==> config.mk <==
export PLATFORM = sky130hd
export DESIGN_NAME = antilog_split_shifter
export DESIGN_NICKNAME = d
export VERILOG_FILES = /design/src/rtl/antilog_shift_pkg.sv /design/src/rtl/asp_int_chain.sv /design/src/rtl/asp_frac_chain.sv /design/src/rtl/antilog_split_shifter.sv
export SDC_FILE = /design/constraint.sdc
export NUM_CORES = 1
export LEC_CHECK = 0
export ABC_AREA = 1
export CAP_MARGIN = 25
export CORE_MARGIN = 2
export CORE_UTILIZATION = 50
export CTS_BUF_LIST = sky130_fd_sc_hd__clkbuf_4 sky130_fd_sc_hd__clkbuf_8
export DETAILED_ROUTE_END_ITERATION = 12
export DONT_BUFFER_PORTS = 1
export REMOVE_ABC_BUFFERS = 1
export SYNTH_ARGS = -nofsm -noshare
export SYNTH_HDL_FRONTEND = slang
export SYNTH_SLANG_ARGS = --single-unit
==> constraint.sdc <==
create_clock -name clk_i -period 1.1 [get_ports clk_i]
set_input_delay 0.33 -clock clk_i [delete_from_list [all_inputs] [get_ports clk_i]]
set_output_delay 0.33 -clock clk_i [all_outputs]
set_load 0.05 [all_outputs]
==> src/rtl/antilog_shift_pkg.sv <==
package antilog_shift_pkg;
  // right shift for negative operands; the last code clamps instead of growing
  function automatic int unsigned neg_shift_amt(int unsigned code, int unsigned last_code);
    return (code == last_code) ? code : code + 1;
  endfunction
endpackage

==> src/rtl/asp_int_chain.sv <==
module asp_int_chain #(
  parameter int MANT_W = 17,
  parameter int CHAR_W = 4
) (
  input  logic [MANT_W-1:0] mant_i,
  input  logic [CHAR_W-1:0] char_i,
  output logic [MANT_W-1:0] int_o,
  output logic [MANT_W-1:0] fbits_o
);
  localparam int NC = 2 ** CHAR_W;
  localparam int FB = MANT_W - 1;

  logic [MANT_W-1:0] cand [NC];
  logic [MANT_W-1:0] back [NC];

  for (genvar g = 0; g < NC; g++) begin : g_cand
    localparam logic [MANT_W-1:0] KEEP = MANT_W'((64'd1 << (g + 1)) - 64'd1);
    // trim to the g+1 bits that a shift by g can yield
    assign cand[g] = (mant_i >> (FB - g)) & KEEP;
    assign back[g] = cand[g] << (FB - g);
  end

  assign int_o   = cand[char_i];
  assign fbits_o = mant_i ^ back[char_i];

  always_comb begin
    assert ((fbits_o & back[char_i]) == '0)
      else $error("int/fraction split overlaps");
  end
endmodule

==> src/rtl/asp_frac_chain.sv <==
module asp_frac_chain
  import antilog_shift_pkg::*;
#(
  parameter int MANT_W = 17,
  parameter int CHAR_W = 4,
  parameter int FRAC_W = 32
) (
  input  logic              sign_i,
  input  logic [CHAR_W-1:0] char_i,
  input  logic [MANT_W-1:0] mant_i,
  input  logic [MANT_W-1:0] fbits_i,
  output logic [FRAC_W-1:0] frac_o
);
  localparam int NC  = 2 ** CHAR_W;
  localparam int PAD = FRAC_W - MANT_W;

  logic [FRAC_W-1:0] pos_cand [NC];
  logic [FRAC_W-1:0] neg_cand [NC];
  logic [FRAC_W-1:0] mant_wide, fbits_wide;

  assign mant_wide  = {mant_i, {PAD{1'b0}}};
  assign fbits_wide = {fbits_i, {PAD{1'b0}}};

  for (genvar g = 0; g < NC; g++) begin : g_cand
    localparam int NSH = neg_shift_amt(g, NC - 1);
    assign pos_cand[g] = fbits_wide << (g + 1);
    assign neg_cand[g] = mant_wide >> NSH;
  end

  assign frac_o = sign_i ? neg_cand[char_i] : pos_cand[char_i];
endmodule

==> src/rtl/antilog_split_shifter.sv <==
module antilog_split_shifter #(
  parameter int MANT_W = 17,
  parameter int CHAR_W = 4,
  parameter int FRAC_W = 32
) (
  input  logic              clk_i,
  input  logic              rst_ni,
  input  logic              valid_i,
  input  logic              sign_i,
  input  logic [CHAR_W-1:0] char_i,
  input  logic [MANT_W-1:0] mant_i,
  output logic              valid_o,
  output logic [MANT_W-1:0] int_o,
  output logic [FRAC_W-1:0] frac_o
);
  localparam int PAD = FRAC_W - MANT_W;

  logic [MANT_W-1:0] int_sel, fbits;
  logic [FRAC_W-1:0] frac_sel;

  asp_int_chain #(.MANT_W(MANT_W), .CHAR_W(CHAR_W)) u_int (
    .mant_i (mant_i),
    .char_i (char_i),
    .int_o  (int_sel),
    .fbits_o(fbits)
  );

  asp_frac_chain #(.MANT_W(MANT_W), .CHAR_W(CHAR_W), .FRAC_W(FRAC_W)) u_frac (
    .sign_i (sign_i),
    .char_i (char_i),
    .mant_i (mant_i),
    .fbits_i(fbits),
    .frac_o (frac_sel)
  );

  always_ff @(posedge clk_i or negedge rst_ni) begin
    if (!rst_ni) begin
      valid_o <= 1'b0;
      int_o   <= '0;
      frac_o  <= '0;
    end else begin
      valid_o <= valid_i;
      if (valid_i) begin
        int_o  <= sign_i ? '0 : int_sel;
        frac_o <= frac_sel;
      end
    end
  end

  p_latency_r2: assert property (@(posedge clk_i) disable iff (!rst_ni)
    valid_i |=> valid_o);
  p_idle_r2: assert property (@(posedge clk_i) disable iff (!rst_ni)
    !valid_i |=> !valid_o);
  p_hold_r3: assert property (@(posedge clk_i) disable iff (!rst_ni)
    !valid_i |=> ($stable(int_o) && $stable(frac_o)));
  p_neg_int_zero_r4: assert property (@(posedge clk_i) disable iff (!rst_ni)
    (valid_i && sign_i) |=> (int_o == '0));
  p_pos_frac_low_r8: assert property (@(posedge clk_i) disable iff (!rst_ni)
    (valid_i && !sign_i) |=> (frac_o[PAD:0] == '0));
endmodule

**Word level (Yosys, flattened, before mapping)**

Index checks and enable logic that the tools add are counted.
W data, S select, Z words.

- Register bits after elaboration: 50
- Input port bits: 25
- Word-level logic and storage cells: 20

- Order comparisons: 1
- Multiplexer cells: 14
- Bitwise gates (word level): 2

Operators with widths:

| kind | count |
|---|---|
| $bmux W32 S4 | 2 |
| $mux W32 | 5 |
| $bmux W17 S4 | 2 |
| $mux W17 | 3 |
| $mux W16 | 2 |
| $xor A16 B16 Y16 | 1 |
| $ge A5 B5 Y1 const B | 1 |
| $not A4 Y5 | 1 |

**Logic depth before layout (Yosys ltp)**

Gate-level depths: netlist of run 1.

- Word-level depth: 9
- Mapped depth: 12
- Mapped depth without buffers: 11

**By module**

A second synthesis of run 1 with hierarchy kept.

- Cells, all modules: 836
- Area, all modules: 4,773.3 sq um

By module, submodules not included:

| module | instances | cells each | area each (sq um) | sequential area each (sq um) |
|---|---|---|---|---|
| asp_frac_chain | 1 | 435 | 1,945.6 | 0.0 |
| antilog_split_shifter | 1 | 211 | 1,913.1 | 1,251.2 |
| asp_int_chain | 1 | 190 | 914.6 | 0.0 |

**Worst setup path after synthesis of run 1**

OpenSTA, ideal clock, no wires.

- Kind: input -> register
- From: input char_i[2]
- To: register frac_o[14]
- Library setup time: 0.126 ns
- Data arrival time: 1.125 ns
- Path slack: -0.150 ns
- Stages on the path: 8
- Cell sequence: buf_4 > inv_2 > buf_2 > nor2_1 > inv_1 > nor2_1 > a21oi_1 > nand3_1

- Cells in the longest elaborated chain, start to end: 5

Ends and longest elaborated chain:

| what | RTL line | source |
|---|---|---|
| from (decl) | antilog_split_shifter.sv:10 | `input logic [CHAR_W-1:0] char_i,` |
| $not A4 Y5 (not written as such) * | asp_frac_chain.sv:30 | `assign frac_o = sign_i ? neg_cand[char_i] : pos_cand[char_i];` |
| $bmux W32 S4 | asp_frac_chain.sv:30 |  |
| $mux W32 (not written as such) (2 in a row) | asp_frac_chain.sv:30 |  |
| $mux W32 * | asp_frac_chain.sv:30 |  |
| to (signal assigned) | antilog_split_shifter.sv:45 | `frac_o <= frac_sel;` |
| to (decl) | antilog_split_shifter.sv:14 | `output logic [FRAC_W-1:0] frac_o` |

Every way passes the cells marked *; elsewhere a longest branch is shown, timed or not. The select of a mux whose other input is x is not followed.
A chain may end at the register's enable or synchronous reset.

**Worst setup path after layout of run 1**

- From: register frac_o[26]
- To: output frac_o[26]

No word-level cell between the ends.

==> impl_table.tex, run 1 <==
\begin{tabular}{lr}
\hline
Metric & Value \\
\hline
\multicolumn{2}{l}{\textbf{Final layout}} \\
\quad Cell area after layout & 5080 um2 \\
\quad \# diodes & 0 \\
\quad Fraction of final layout cells with drive strength greater than 1 & 0.271 \\
\quad FILL cells & 688 \\
\quad Synth-to-Final Area Change & 29.5\% \\
\quad Layout Utilization & 0.664 \\
\quad Net total in the final layout & 726 \\
\multicolumn{2}{l}{\textbf{STA}} \\
\quad RSZ-0062 raised after global routing & yes \\
\quad Final hold slack & -0.313 ns \\
\quad Maximum frequency from static timing analysis & 0.790 GHz \\
\quad Final setup fails & 49 \\
\quad Final period util & 1.15 \\
\quad Final max-slew violation count & 0 \\
\quad Fin crit period & 1.27 ns \\
\quad Maximum clock skew at final layout & 0 ns \\
\quad Worst slew slack as a fraction of its limit & 0.638 \\
\quad Fin worst setup slack & -0.166 ns \\
\quad Post-Route Setup TNS & -5.23 ns \\
\quad Slew @ Worst Pin & 0.542 ns \\
\quad Final count of hold timing violations & 49 \\
\multicolumn{2}{l}{\textbf{Global routing}} \\
\quad Total Routing Usage GR & 0.351 \\
\quad Remaining global-route overflow & 0 \\
\quad Initial antenna violation count & 0 \\
\quad Largest net degree at the start of global routing & 50 \\
\quad Via count of the first global-routing pass & 4490 \\
\quad First-pass GRT wire length & 23400 um \\
\multicolumn{2}{l}{\textbf{Drt}} \\
\quad Via Count & 4473 \\
\quad Wire length after detailed routing & 14600 um \\
\quad Starting DRC count in detailed routing & 322 \\
\quad Pre-Repair DR Iteration Count & 5 \\
\quad Routed WL per cell & 18.2 um \\
\quad DRC violation count after routing & 0 \\
\quad Count of nets left with antenna violations after detail routing & 0 \\
\quad Avg Vias per Cell & 5.56 \\
\multicolumn{2}{l}{\textbf{Yosys}} \\
\quad Area share of fa/ha/maj cells after synthesis & 0 \\
\quad Combinational family with the most area after synthesis & simple AND/OR/NAND/NOR gates \\
\quad Leading post-synthesis cells by cell area & sky130\_fd\_sc\_hd\_\_dfrtp\_1 31\%, sky130\_fd\_sc\_hd\_\_nand2\_1 27\%, sky130\_fd\_sc\_hd\_\_nand3\_1 10\% \\
\quad Main synth FF type & sky130\_fd\_sc\_hd\_\_dfrtp\_1 \\
\quad Area share of the leading cell type in the synthesized netlist & 0.313 \\
\quad Number of distinct standard cells referenced by the synthesized netlist & 39 \\
\quad Register bit count reported by yosys & just under 50 \\
\quad Netlist area before placement & 3920 um2 \\
\quad Synthesized area divided by synthesized cell count & 6.28 um2 \\
\quad Post-synth EDFFs & 0 \\
\quad Mux cell area share after synthesis & 0 \\
\quad Synth Area in Simple Gates & 0.448 \\
\quad Synth async-reset ratio & 1.00 \\
\quad Share of the synthesized area in compound gates (AO/OA/AOI/OAI) & 0.143 \\
\quad Xor and xnor fraction of the mapped netlist area & 0 \\
\quad Count of yosys warnings during synthesis & 0 \\
\quad Post-synthesis sequential area ratio & 0.313 \\
\quad Cell accounting for the most synthesized area & sky130\_fd\_sc\_hd\_\_dfrtp\_1 \\
\quad Post-synthesis cell count & 624 \\
\multicolumn{2}{l}{\textbf{Worst setup path}} \\
\quad Largest driver fanout on the critical path & 2 \\
\quad Capture instance of the worst register-to-register path & frac\_o[16] \\
\quad Data required, critical path & between 0.7 and 0.8 ns \\
\quad Worst setup SP type & flop \\
\quad Delay-heaviest family, CP & flip-flops \\
\quad CP max-delay cell & sky130\_fd\_sc\_hd\_\_dfrtp\_1 \\
\quad Peak per-stage delay on the critical path & 0.44 ns \\
\quad Path type of the worst setup path & reg -> out \\
\quad Crit path cell chain & buf\_12 \\
\quad R2R Setup Slk & 0.13 ns \\
\quad Start of the worst register-to-register path & frac\_o[16] \\
\quad Kind of end point of the critical path & output port \\
\quad Logic depth of the worst register-to-register path & 5 \\
\quad Worst path buffer plus inverter count & 1 \\
\quad Data arrival time of the critical path & $\sim$0.94 ns \\
\multicolumn{2}{l}{\textbf{Floorplan}} \\
\quad I/O pin count & 75 \\
\quad Horizontal die dimension & slightly above 90 um \\
\quad Area of the core & around 7600 um2 \\
\quad Number of rows created at floorplan & 32 \\
\quad Effective utilization at floorplan & 0.513 \\
\quad Y dimension of the die & $\sim$93 um \\
\quad Die area & 8570 um2 \\
\multicolumn{2}{l}{\textbf{Run status}} \\
\quad Result of the run & complete, but fails checks \\
\quad Violated checks & hold timing, setup timing \\
\multicolumn{2}{l}{\textbf{Power and ir drop}} \\
\quad Pwr Density & roughly 1100 nW/um2 \\
\quad Highest ir drop seen on vdd & around 0.9 mV \\
\quad Static Leakage & between 2 and 3 nW \\
\multicolumn{2}{l}{\textbf{Clocking}} \\
\quad Clock latency on the worst-skew pair & 0.32 ns \\
\quad Clock root buffer & sky130\_fd\_sc\_hd\_\_clkbuf\_8 \\
\quad Clock tree from TritonCTS & built \\
\quad Clock transition at the register clock pins on the worst setup and hold paths after CTS & 0.11 ns \\
\quad Maximum count of clock buffers along a single path & 2 \\
\quad Total number of H-tree levels & 2 \\
\quad Clock sink count & 49 \\
\quad Clock buffers created by TritonCTS & 5 \\
\multicolumn{2}{l}{\textbf{Place}} \\
\quad RD Place Congestion & 1.01 \\
\quad Post-detailed-placement cell area & between 4000 and 5000 um2 \\
\quad HPWL Detailed & 11100 um \\
\quad Number of input and output port buffers inserted & 0 \\
\multicolumn{2}{l}{\textbf{Job}} \\
\quad Maximum capacitance violations & 0 \\
\multicolumn{2}{l}{\textbf{Hold path}} \\
\quad Class of the most critical hold timing path & in -> async \\
\hline
\end{tabular}
what timing repair did:
action                                  CTS  global route
pin swaps                                 0             4
setup buffers                             1             8
hold endpoints to repair                 49            49
endpoints found under the setup margin   49            70
resized for setup                        31            21
cell usage after synthesis, types with 2 or more instances:
library cell,n
sky130_fd_sc_hd__buf_6,7
sky130_fd_sc_hd__a22o_1,2
sky130_fd_sc_hd__a21oi_2,4
sky130_fd_sc_hd__a21boi_1,2
sky130_fd_sc_hd__a21oi_1,16
sky130_fd_sc_hd__inv_1,33
sky130_fd_sc_hd__nor2_1,29
sky130_fd_sc_hd__a22oi_1,5
sky130_fd_sc_hd__nand2_2,9
sky130_fd_sc_hd__clkbuf_1,4
sky130_fd_sc_hd__o211ai_1,10
sky130_fd_sc_hd__buf_2,14
sky130_fd_sc_hd__nor3_1,2
sky130_fd_sc_hd__inv_2,3
sky130_fd_sc_hd__o21ai_0,22
sky130_fd_sc_hd__nand3b_1,2
sky130_fd_sc_hd__dfrtp_1,49
sky130_fd_sc_hd__o21ai_1,10
sky130_fd_sc_hd__clkinv_1,2
sky130_fd_sc_hd__buf_4,6
sky130_fd_sc_hd__nor2_2,6
sky130_fd_sc_hd__nand4_1,4
sky130_fd_sc_hd__o21ai_2,11
sky130_fd_sc_hd__nand2_1,277
sky130_fd_sc_hd__nand3_1,79
sky130_fd_sc_hd__nor2_4,3
routing by layer:
layer	wire, um	track usage
met1	6170	0.457
met2	6910	0.578
met3	1050	0.0529
met4	506	0.150
met5	0	0
layout by cell type, fill, tap and decap left out, drive strengths merged, types with 4 or more instances in the layout:
master | synthesis | final
a21boi | 4 | 4
a21oi | 20 | 20
a22oi | 5 | 5
buf | 27 | 102
clkbuf | 5 | 6
clkinv | 3 | 5
dfrtp | 49 | 49
inv | 37 | 36
nand2 | 287 | 287
nand3 | 80 | 80
nand4 | 4 | 4
nor2 | 38 | 38
o211ai | 10 | 10
o21ai | 43 | 43
kinds of logic after synthesis:
| kind of cell | after synthesis |
|---|---|
| buf+inv | 72 |
| other cells | 1 |
| simple gates | 415 |
| flops | 49 |
| compound gates | 87 |
state kept, by name, summed over array words and instances, names as in the netlist:
name and cells:
frac_o 32, int_o 16, valid_o 1
final cells by class:
| class | count | area [um2] | share of cell area |
|---|---|---|---|
| Multi-Input combinational cell | 503 | 2380 | 0.469 |
| Sequential cell | 49 | 1260 | 0.249 |
| Timing Repair Buffer | 102 | 1050 | 0.206 |
| Inverter | 40 | 160 | 0.0315 |
| Tap cell | 102 | 128 | 0.0251 |
| Clock buffer | 6 | 82.6 | 0.0163 |
| Clock inverter | 2 | 13.8 | 0.00271 |
worst max-delay path by stage:
stage               startpoint          to  slack [ns]  cells past startpoint
global route        frac_o[26]  frac_o[26]       -0.18                      1
finish              frac_o[26]  frac_o[26]       -0.17                      1
global placement     char_i[0]  frac_o[31]       -0.24                      9
detailed placement   char_i[0]  frac_o[12]       -0.26                      7
floorplan            char_i[1]  frac_o[26]       -0.85                     11
CTS                 frac_o[26]  frac_o[26]       -0.16                      1
stage by stage:
| stage | power, mW | worst slack [ns] | std cells |
|---|---|---|---|
| after CTS | 5.49 | -0.160 | 796 |
| after global placement | 4.25 | -0.242 | 787 |
| after global routing | 5.79 | -0.179 | 804 |
| after floorplan | 3.40 | -0.850 | 592 |
| final | 5.58 | -0.166 | 804 |
| after detailed placement | 4.28 | -0.259 | 787 |
power by group:
| group | internal (mW) | leakage (nW) | switching [mW] |
|---|---|---|---|
| Sequential | 1.97 | 0.606 | 0.414 |
| Clock | 0.513 | 0.0512 | 0.708 |
| Combinational | 0.841 | 1.96 | 1.14 |
Power figures use the tool's default switching activity.
==> inputs of run 2 (changes only) <==
==> constraint.sdc (replaced) <==
create_clock -name clk_i -period 1.1 [get_ports clk_i]
set_input_delay 0.275 -clock clk_i [delete_from_list [all_inputs] [get_ports clk_i]]
set_output_delay 0.275 -clock clk_i [all_outputs]
set_load 0.05 [all_outputs]
==> run 2 against run 1 <==
The run still ends with hold timing, setup timing left. Register-to-register slack worse by 0.07 ns. Cell count up 2.5%. Die area unchanged. Flip-flop and latch count unchanged. Sequential share of layout area down 0.64 points. Final area up 1.3%. Via count up 1.6%. Critical endpoint is now frac_o[17]. Critical path depth unchanged. Power down 2.1%. Non-clock buffer count up 20.
==> impl_table.tex, run 2 (synthesis gave the netlist of run 1 again) <==
\begin{tabular}{lr}
\hline
Metric & Value \\
\hline
\multicolumn{2}{l}{\textbf{Run status}} \\
\quad Result of the run & complete, but fails checks \\
\quad Violated checks & hold timing, setup timing \\
\multicolumn{2}{l}{\textbf{Place}} \\
\quad Post-detailed-placement cell area & 4810 um2 (+0.16\%) \\
\quad HPWL Detailed & 11000 um (-0.72\%) \\
\quad Number of input and output port buffers inserted & 0 (unchanged) \\
\quad Placement Setup Slack & -0.229 ns (+0.0295 ns) \\
\quad RD Place Congestion & 0.965 (-4.8\%) \\
\multicolumn{2}{l}{\textbf{Power and ir drop}} \\
\quad Static Leakage & 2.71 nW (+3.7\%) \\
\quad Highest ir drop seen on vdd & 0.785 mV (-13\%) \\
\quad Pwr Density & 1060 nW/um2 (-3.4\%) \\
\multicolumn{2}{l}{\textbf{Clocking}} \\
\quad Total number of H-tree levels & 2 (unchanged) \\
\quad Clock sink count & 49 (unchanged) \\
\quad Clock latency on the worst-skew pair & 0.31 ns (about the same) \\
\quad Clock transition at the register clock pins on the worst setup and hold paths after CTS & 0.10 ns (about the same) \\
\quad Clock buffers created by TritonCTS & 5 (unchanged) \\
\quad Clock tree from TritonCTS & built \\
\quad Clock root buffer & sky130\_fd\_sc\_hd\_\_clkbuf\_8 \\
\quad Maximum count of clock buffers along a single path & 2 (unchanged) \\
\quad Number of buffers inserted by hold repair at cts & 1 \\
\multicolumn{2}{l}{\textbf{Drt}} \\
\quad Via Count & 4545 (+1.6\%) \\
\quad Routed WL per cell & 17.3 um (-5.2\%) \\
\quad Starting DRC count in detailed routing & 313 (-2.8\%) \\
\quad Pre-Repair DR Iteration Count & 5 (unchanged) \\
\quad Avg Vias per Cell & 5.52 (-0.86\%) \\
\quad DRC violation count after routing & 0 (unchanged) \\
\quad Count of nets left with antenna violations after detail routing & 0 (unchanged) \\
\quad Wire length after detailed routing & 14200 um (-2.8\%) \\
\multicolumn{2}{l}{\textbf{STA}} \\
\quad Slew @ Worst Pin & 0.512 ns (-0.0307 ns) \\
\quad Final hold slack & -0.352 ns (-0.0391 ns) \\
\quad Final setup fails & 49 (unchanged) \\
\quad Fin worst setup slack & -0.0823 ns (+0.0834 ns) \\
\quad Maximum frequency from static timing analysis & 0.846 GHz (+7.1\%) \\
\quad Final max-slew violation count & 0 (unchanged) \\
\quad Fin crit period & 1.18 ns (-0.0834 ns) \\
\quad Final count of hold timing violations & 49 (unchanged) \\
\quad RSZ-0062 raised after global routing & yes \\
\quad Worst slew slack as a fraction of its limit & 0.658 (+0.0205) \\
\quad Maximum clock skew at final layout & 0 ns (unchanged) \\
\quad Post-Route Setup TNS & -1.87 ns (+3.36 ns) \\
\quad Final period util & 1.07 (-0.0758) \\
\multicolumn{2}{l}{\textbf{Worst setup path}} \\
\quad Peak per-stage delay on the critical path & 0.43 ns (about the same) \\
\quad Capture instance of the worst register-to-register path & frac\_o[25] \\
\quad Worst setup SP type & flop \\
\quad CP max-delay cell & sky130\_fd\_sc\_hd\_\_dfrtp\_1 \\
\quad Crit path cell chain & buf\_12 \\
\quad Data required, critical path & 0.82 ns (+0.05 ns) \\
\quad Kind of end point of the critical path & output port \\
\quad Start of the worst register-to-register path & frac\_o[25] \\
\quad Largest driver fanout on the critical path & 2 (unchanged) \\
\quad R2R Setup Slk & 0.06 ns (-0.07 ns) \\
\quad Data arrival time of the critical path & 0.91 ns (-0.03 ns) \\
\quad Path type of the worst setup path & reg -> out \\
\quad Logic depth of the worst register-to-register path & 5 (unchanged) \\
\quad Worst path buffer plus inverter count & 1 (unchanged) \\
\quad Delay-heaviest family, CP & flip-flops \\
\multicolumn{2}{l}{\textbf{Final layout}} \\
\quad Most frequent cells in the layout & 275 x sky130\_fd\_sc\_hd\_\_nand2\_1, 83 x sky130\_fd\_sc\_hd\_\_buf\_4, 79 x sky130\_fd\_sc\_hd\_\_nand3\_1 \\
\quad Largest registers in the final layout & frac\_o x32, int\_o x16, valid\_o x1 \\
\quad Most common cell after layout, fill and taps aside & sky130\_fd\_sc\_hd\_\_nand2\_1 \\
\quad Net total in the final layout & 746 (+2.8\%) \\
\quad \# diodes & 0 (unchanged) \\
\quad Synth-to-Final Area Change & 31.2\% \\
\quad Fraction of final layout cells with drive strength greater than 1 & 0.265 (-0.00611) \\
\quad Layout Utilization & 0.673 (+0.00867) \\
\quad Largest register FFs & 32 (unchanged) \\
\quad Cell area after layout & 5140 um2 (+1.3\%) \\
\quad Top reg by flops & frac\_o \\
\multicolumn{2}{l}{\textbf{Floorplan}} \\
\quad Area of the core & 7650 um2 (unchanged) \\
\quad I/O pin count & 75 (unchanged) \\
\quad Effective utilization at floorplan & 0.513 (unchanged) \\
\quad Number of rows created at floorplan & 32 (unchanged) \\
\quad Y dimension of the die & 92.6 um (unchanged) \\
\quad Horizontal die dimension & 92.6 um (unchanged) \\
\quad Die area & 8570 um2 (unchanged) \\
\multicolumn{2}{l}{\textbf{Global routing}} \\
\quad Via count of the first global-routing pass & 4324 (-3.7\%) \\
\quad Total Routing Usage GR & 0.338 (-0.0124) \\
\quad First-pass GRT wire length & 22400 um (-4.3\%) \\
\quad Initial antenna violation count & 0 (unchanged) \\
\quad Remaining global-route overflow & 0 (unchanged) \\
\quad Largest net degree at the start of global routing & 50 (unchanged) \\
\multicolumn{2}{l}{\textbf{Job}} \\
\quad Maximum capacitance violations & 0 (unchanged) \\
\multicolumn{2}{l}{\textbf{Hold path}} \\
\quad Class of the most critical hold timing path & in -> async \\
\hline
\end{tabular}
-- run 2: cell count changes in the layout (fill, tap and decap cells not counted), sizes merged --
cell         delta
buf            +19
clkinv          -2
clkinvlp        +1
dlygate4sd3     +1
inv             +1
-- run 2: power breakdown --
group / switching [mW] / internal [mW] / leakage, nW
Sequential: 0.277 / 1.96 / 0.626
Clock: 0.659 / 0.475 / 0.0408
Combinational: 1.25 / 0.839 / 2.04
-- run 2: final cells by class --
cell class,count,area (um2)
Multi-Input combinational cell,503,2340
Timing Repair Buffer,122,1180
Inverter,40,156
Clock inverter,2,15.0
Clock buffer,6,76.3
Sequential cell,49,1250
Fill cell,709,2500
Tap cell,102,128
-- run 2: layer usage --
metal / wire length (um) / global-route usage
met1: 6140 / 0.452
met2: 6690 / 0.559
met3: 918 / 0.0431
met4: 474 / 0.128
met5: 0 / 0
-- run 2: stage by stage --
stage | power (mW) | cells
finish | 5.46 | 824
detailed placement | 4.19 | 803
global route | 5.70 | 824
CTS | 5.44 | 818
global placement | 4.17 | 803
floorplan | 3.40 | 592
-- run 2: worst max-delay path by stage --
stage | start | to | slack (ns) | depth (start not counted)
final | frac_o[17] | frac_o[17] | -0.08 | 1
after global routing | frac_o[17] | frac_o[17] | -0.11 | 1
after CTS | frac_o[17] | frac_o[17] | -0.09 | 1
after detailed placement | char_i[0] | int_o[2] | -0.23 | 8
after global placement | char_i[0] | frac_o[24] | -0.23 | 8
after floorplan | char_i[1] | frac_o[26] | -0.80 | 11
-- run 2: repair_timing --
item	4_1_cts	5_1_grt
resized for setup	39	10
cloned	0	0
setup endpoints to repair	49	58
hold endpoints to repair	50	49
setup buffers	6	6
==> inputs of run 3 (changes only) <==
CORE_ASPECT_RATIO = 0.5   (was unset)
==> run 3 against run 2 <==
The flow still finishes with violations (hold timing, setup timing). Via count rose by 3.7%. Power is 4.7% higher. Die area increased by 0.50%. Highest routed layer unchanged.
==> impl_table.tex, run 3 (synthesis gave the netlist of run 1 again) <==
\begin{tabular}{lr}
\hline
Metric & Value \\
\hline
\multicolumn{2}{l}{\textbf{Run status}} \\
\quad Result of the run & complete, but fails checks \\
\quad Violated checks & hold timing, setup timing \\
\multicolumn{2}{l}{\textbf{Floorplan}} \\
\quad Effective utilization at floorplan & 0.526 (+0.0129) \\
\quad I/O pin count & 75 (unchanged) \\
\quad Y dimension of the die & 66.6 um (-28\%) \\
\quad Number of rows created at floorplan & 22 (-31\%) \\
\quad Horizontal die dimension & 129 um (+40\%) \\
\quad Area of the core & 7460 um2 (-2.5\%) \\
\quad Die area & 8610 um2 (+0.50\%) \\
\multicolumn{2}{l}{\textbf{STA}} \\
\quad Final count of hold timing violations & 49 (unchanged) \\
\quad Final setup fails & 49 (unchanged) \\
\quad Final hold slack & -0.375 ns (-0.0231 ns) \\
\quad RSZ-0062 raised after global routing & yes \\
\quad Final max-slew violation count & 0 (unchanged) \\
\quad Fin crit period & 1.20 ns (+0.0193 ns) \\
\quad Post-Route Setup TNS & -2.95 ns (-1.08 ns) \\
\quad Maximum frequency from static timing analysis & 0.832 GHz (-1.6\%) \\
\quad Maximum clock skew at final layout & 0 ns (unchanged) \\
\quad Final period util & 1.09 (+0.0175) \\
\quad Fin worst setup slack & -0.102 ns (-0.0193 ns) \\
\multicolumn{2}{l}{\textbf{Drt}} \\
\quad Avg Vias per Cell & 5.67 (+2.7\%) \\
\quad Highest routing layer actually used & met4 \\
\quad DRC violation count after routing & 0 (unchanged) \\
\quad WL met2 & 6070 um (-9.2\%) \\
\quad Wire length after detailed routing & 15400 um (+8.5\%) \\
\quad DR WL met3 & 2290 um (+150\%) \\
\quad Routed WL per cell & 18.6 um (+7.5\%) \\
\quad Post-route met1 wirelength & 6900 um (+12\%) \\
\quad Starting DRC count in detailed routing & 564 (+80\%) \\
\quad Pre-Repair DR Iteration Count & 7 (+2) \\
\quad Count of nets left with antenna violations after detail routing & 0 (unchanged) \\
\quad Via Count & 4714 (+3.7\%) \\
\multicolumn{2}{l}{\textbf{Worst setup path}} \\
\quad Kind of end point of the critical path & output port \\
\quad Peak per-stage delay on the critical path & 0.43 ns (about the same) \\
\quad Worst path buffer plus inverter count & 1 (unchanged) \\
\quad Crit path cell chain & buf\_12 \\
\quad Capturing instance or port of the critical path & frac\_o[27] \\
\quad Capture instance of the worst register-to-register path & int\_o[15] \\
\quad Critical path startpoint & frac\_o[27] \\
\quad Delay-heaviest family, CP & flip-flops \\
\quad Path type of the worst setup path & reg -> out \\
\quad Logic depth of the worst register-to-register path & 3 (-2) \\
\quad Data arrival time of the critical path & 0.93 ns (+0.02 ns) \\
\quad Instance count on the critical path & 1 (unchanged) \\
\quad Data required, critical path & 0.82 ns (about the same) \\
\quad CP max-delay cell & sky130\_fd\_sc\_hd\_\_dfrtp\_1 \\
\quad Worst setup SP type & flop \\
\quad Start of the worst register-to-register path & int\_o[15] \\
\quad Largest driver fanout on the critical path & 2 (unchanged) \\
\quad R2R Setup Slk & 0.06 ns (about the same) \\
\multicolumn{2}{l}{\textbf{Final layout}} \\
\quad Footprint of the multi-input gates & 2340 um2 (+0.16\%) \\
\quad Register cell area after layout & 1240 um2 (-0.20\%) \\
\quad Layout Utilization & 0.696 (+0.0236) \\
\quad Fraction of final layout cells with drive strength greater than 1 & 0.271 (+0.00618) \\
\quad Synth-to-Final Area Change & 32.5\% \\
\quad Most frequent cells in the layout & 273 x sky130\_fd\_sc\_hd\_\_nand2\_1, 86 x sky130\_fd\_sc\_hd\_\_buf\_4, 79 x sky130\_fd\_sc\_hd\_\_nand3\_1 \\
\quad Final instance count without filler cells & 832 (+0.97\%) \\
\quad Most common cell after layout, fill and taps aside & sky130\_fd\_sc\_hd\_\_nand2\_1 \\
\quad Top reg by flops & frac\_o \\
\quad FILL cells & 671 (-5.4\%) \\
\quad Largest registers in the final layout & frac\_o x32, int\_o x16, valid\_o x1 \\
\quad Net total in the final layout & 749 (+0.40\%) \\
\quad \# diodes & 0 (unchanged) \\
\quad Largest register FFs & 32 (unchanged) \\
\multicolumn{2}{l}{\textbf{Power and ir drop}} \\
\quad Static Leakage & 2.74 nW (+1.2\%) \\
\quad Share of power burned in combinational logic & 0.377 (-0.006) \\
\quad Switching power share of the total & 0.393 (-0.00694) \\
\quad Highest ir drop seen on vdd & 0.588 mV (-25\%) \\
\quad Internal power & 3.47 mW (+5.9\%) \\
\quad Net switching power & 2.25 mW (+2.8\%) \\
\quad Share of power burned in registers & 0.392 (-0.018) \\
\quad Pwr Density & 1100 nW/um2 (+3.7\%) \\
\quad Share of power burned in the clock network & 0.231 (+0.023) \\
\multicolumn{2}{l}{\textbf{Global routing}} \\
\quad First-pass GRT wire length & 23400 um (+4.6\%) \\
\quad Largest net degree at the start of global routing & 50 (unchanged) \\
\quad Initial antenna violation count & 0 (unchanged) \\
\quad Via count of the first global-routing pass & 4408 (+1.9\%) \\
\quad Remaining global-route overflow & 0 (unchanged) \\
\quad Total Routing Usage GR & 0.366 (+0.0275) \\
\multicolumn{2}{l}{\textbf{Place}} \\
\quad Count of placed standard cells including taps & 806 (+0.37\%) \\
\quad Placement Setup Slack & -0.270 ns (-0.0405 ns) \\
\quad HPWL Detailed & 11200 um (+1.4\%) \\
\quad Number of input and output port buffers inserted & 0 (unchanged) \\
\quad RD Place Congestion & 1.02 (+5.5\%) \\
\multicolumn{2}{l}{\textbf{Clocking}} \\
\quad Clock root buffer & sky130\_fd\_sc\_hd\_\_clkbuf\_8 \\
\quad Total number of H-tree levels & 2 (unchanged) \\
\quad Clock tree from TritonCTS & built \\
\quad Clock sink count & 49 (unchanged) \\
\quad Maximum count of clock buffers along a single path & 2 (unchanged) \\
\quad Number of buffers inserted by hold repair at cts & 1 (unchanged) \\
\quad Clock latency on the worst-skew pair & 0.32 ns (about the same) \\
\quad Clock transition at the register clock pins on the worst setup and hold paths after CTS & 0.10 ns (about the same) \\
\quad Clock buffers created by TritonCTS & 5 (unchanged) \\
\multicolumn{2}{l}{\textbf{Job}} \\
\quad Maximum capacitance violations & 0 (unchanged) \\
\multicolumn{2}{l}{\textbf{Hold path}} \\
\quad Class of the most critical hold timing path & in -> async \\
\hline
\end{tabular}
-- run 3: worst min path at each step --
stage	slack [ns]	depth (start not counted)	from	end
after floorplan	-0.02	0	rst_ni	frac_o[0]
after global placement	-0.02	0	rst_ni	int_o[11]
after detailed placement	-0.02	0	rst_ni	frac_o[31]
after CTS	-0.37	0	rst_ni	frac_o[19]
after global routing	-0.38	0	rst_ni	int_o[11]
final	-0.37	0	rst_ni	int_o[11]
-- run 3: area by class of cell --
cell class / instances / share of cell area
Clock buffer: 5 / 0.0132
Clock inverter: 2 / 0.00674
Inverter: 40 / 0.0303
Multi-Input combinational cell: 503 / 0.451
Sequential cell: 49 / 0.240
Tap cell: 108 / 0.0260
Timing Repair Buffer: 125 / 0.233
-- run 3: power groups by stage --
stage	clock network (mW)	registers, mW	logic, mW
2_1_floorplan	0	2.61	0.787
3_3_place_gp	0	2.24	1.95
3_5_place_dp	0	2.24	1.96
4_1_cts	1.31	2.23	2.04
5_1_grt	1.39	2.25	2.31
6_report	1.32	2.24	2.16
-- run 3: timing repair --
item	CTS	global route
gates resized for setup	39	9
buffers inserted	5	12
pin swaps	0	0
cloned	0	1
setup endpoints to repair	49	61
hold endpoints to repair	50	49
-- run 3: routing by layer --
metal	global-route usage	vias up
met3	0.141	18
met2	0.509	302
met1	0.533	2177
li1	-	2217
met5	0	-
met4	0.0693	0
-- run 3: stage by stage --
step / area [um2] / hold slack (ns) / total power [mW]
3_3_place_gp: 4790 / -0.0197 / 4.20
3_5_place_dp: 4790 / -0.0195 / 4.20
2_1_floorplan: 3700 / -0.0206 / 3.40
6_report: 5190 / -0.375 / 5.71
4_1_cts: 5050 / -0.369 / 5.58
5_1_grt: 5190 / -0.384 / 5.95
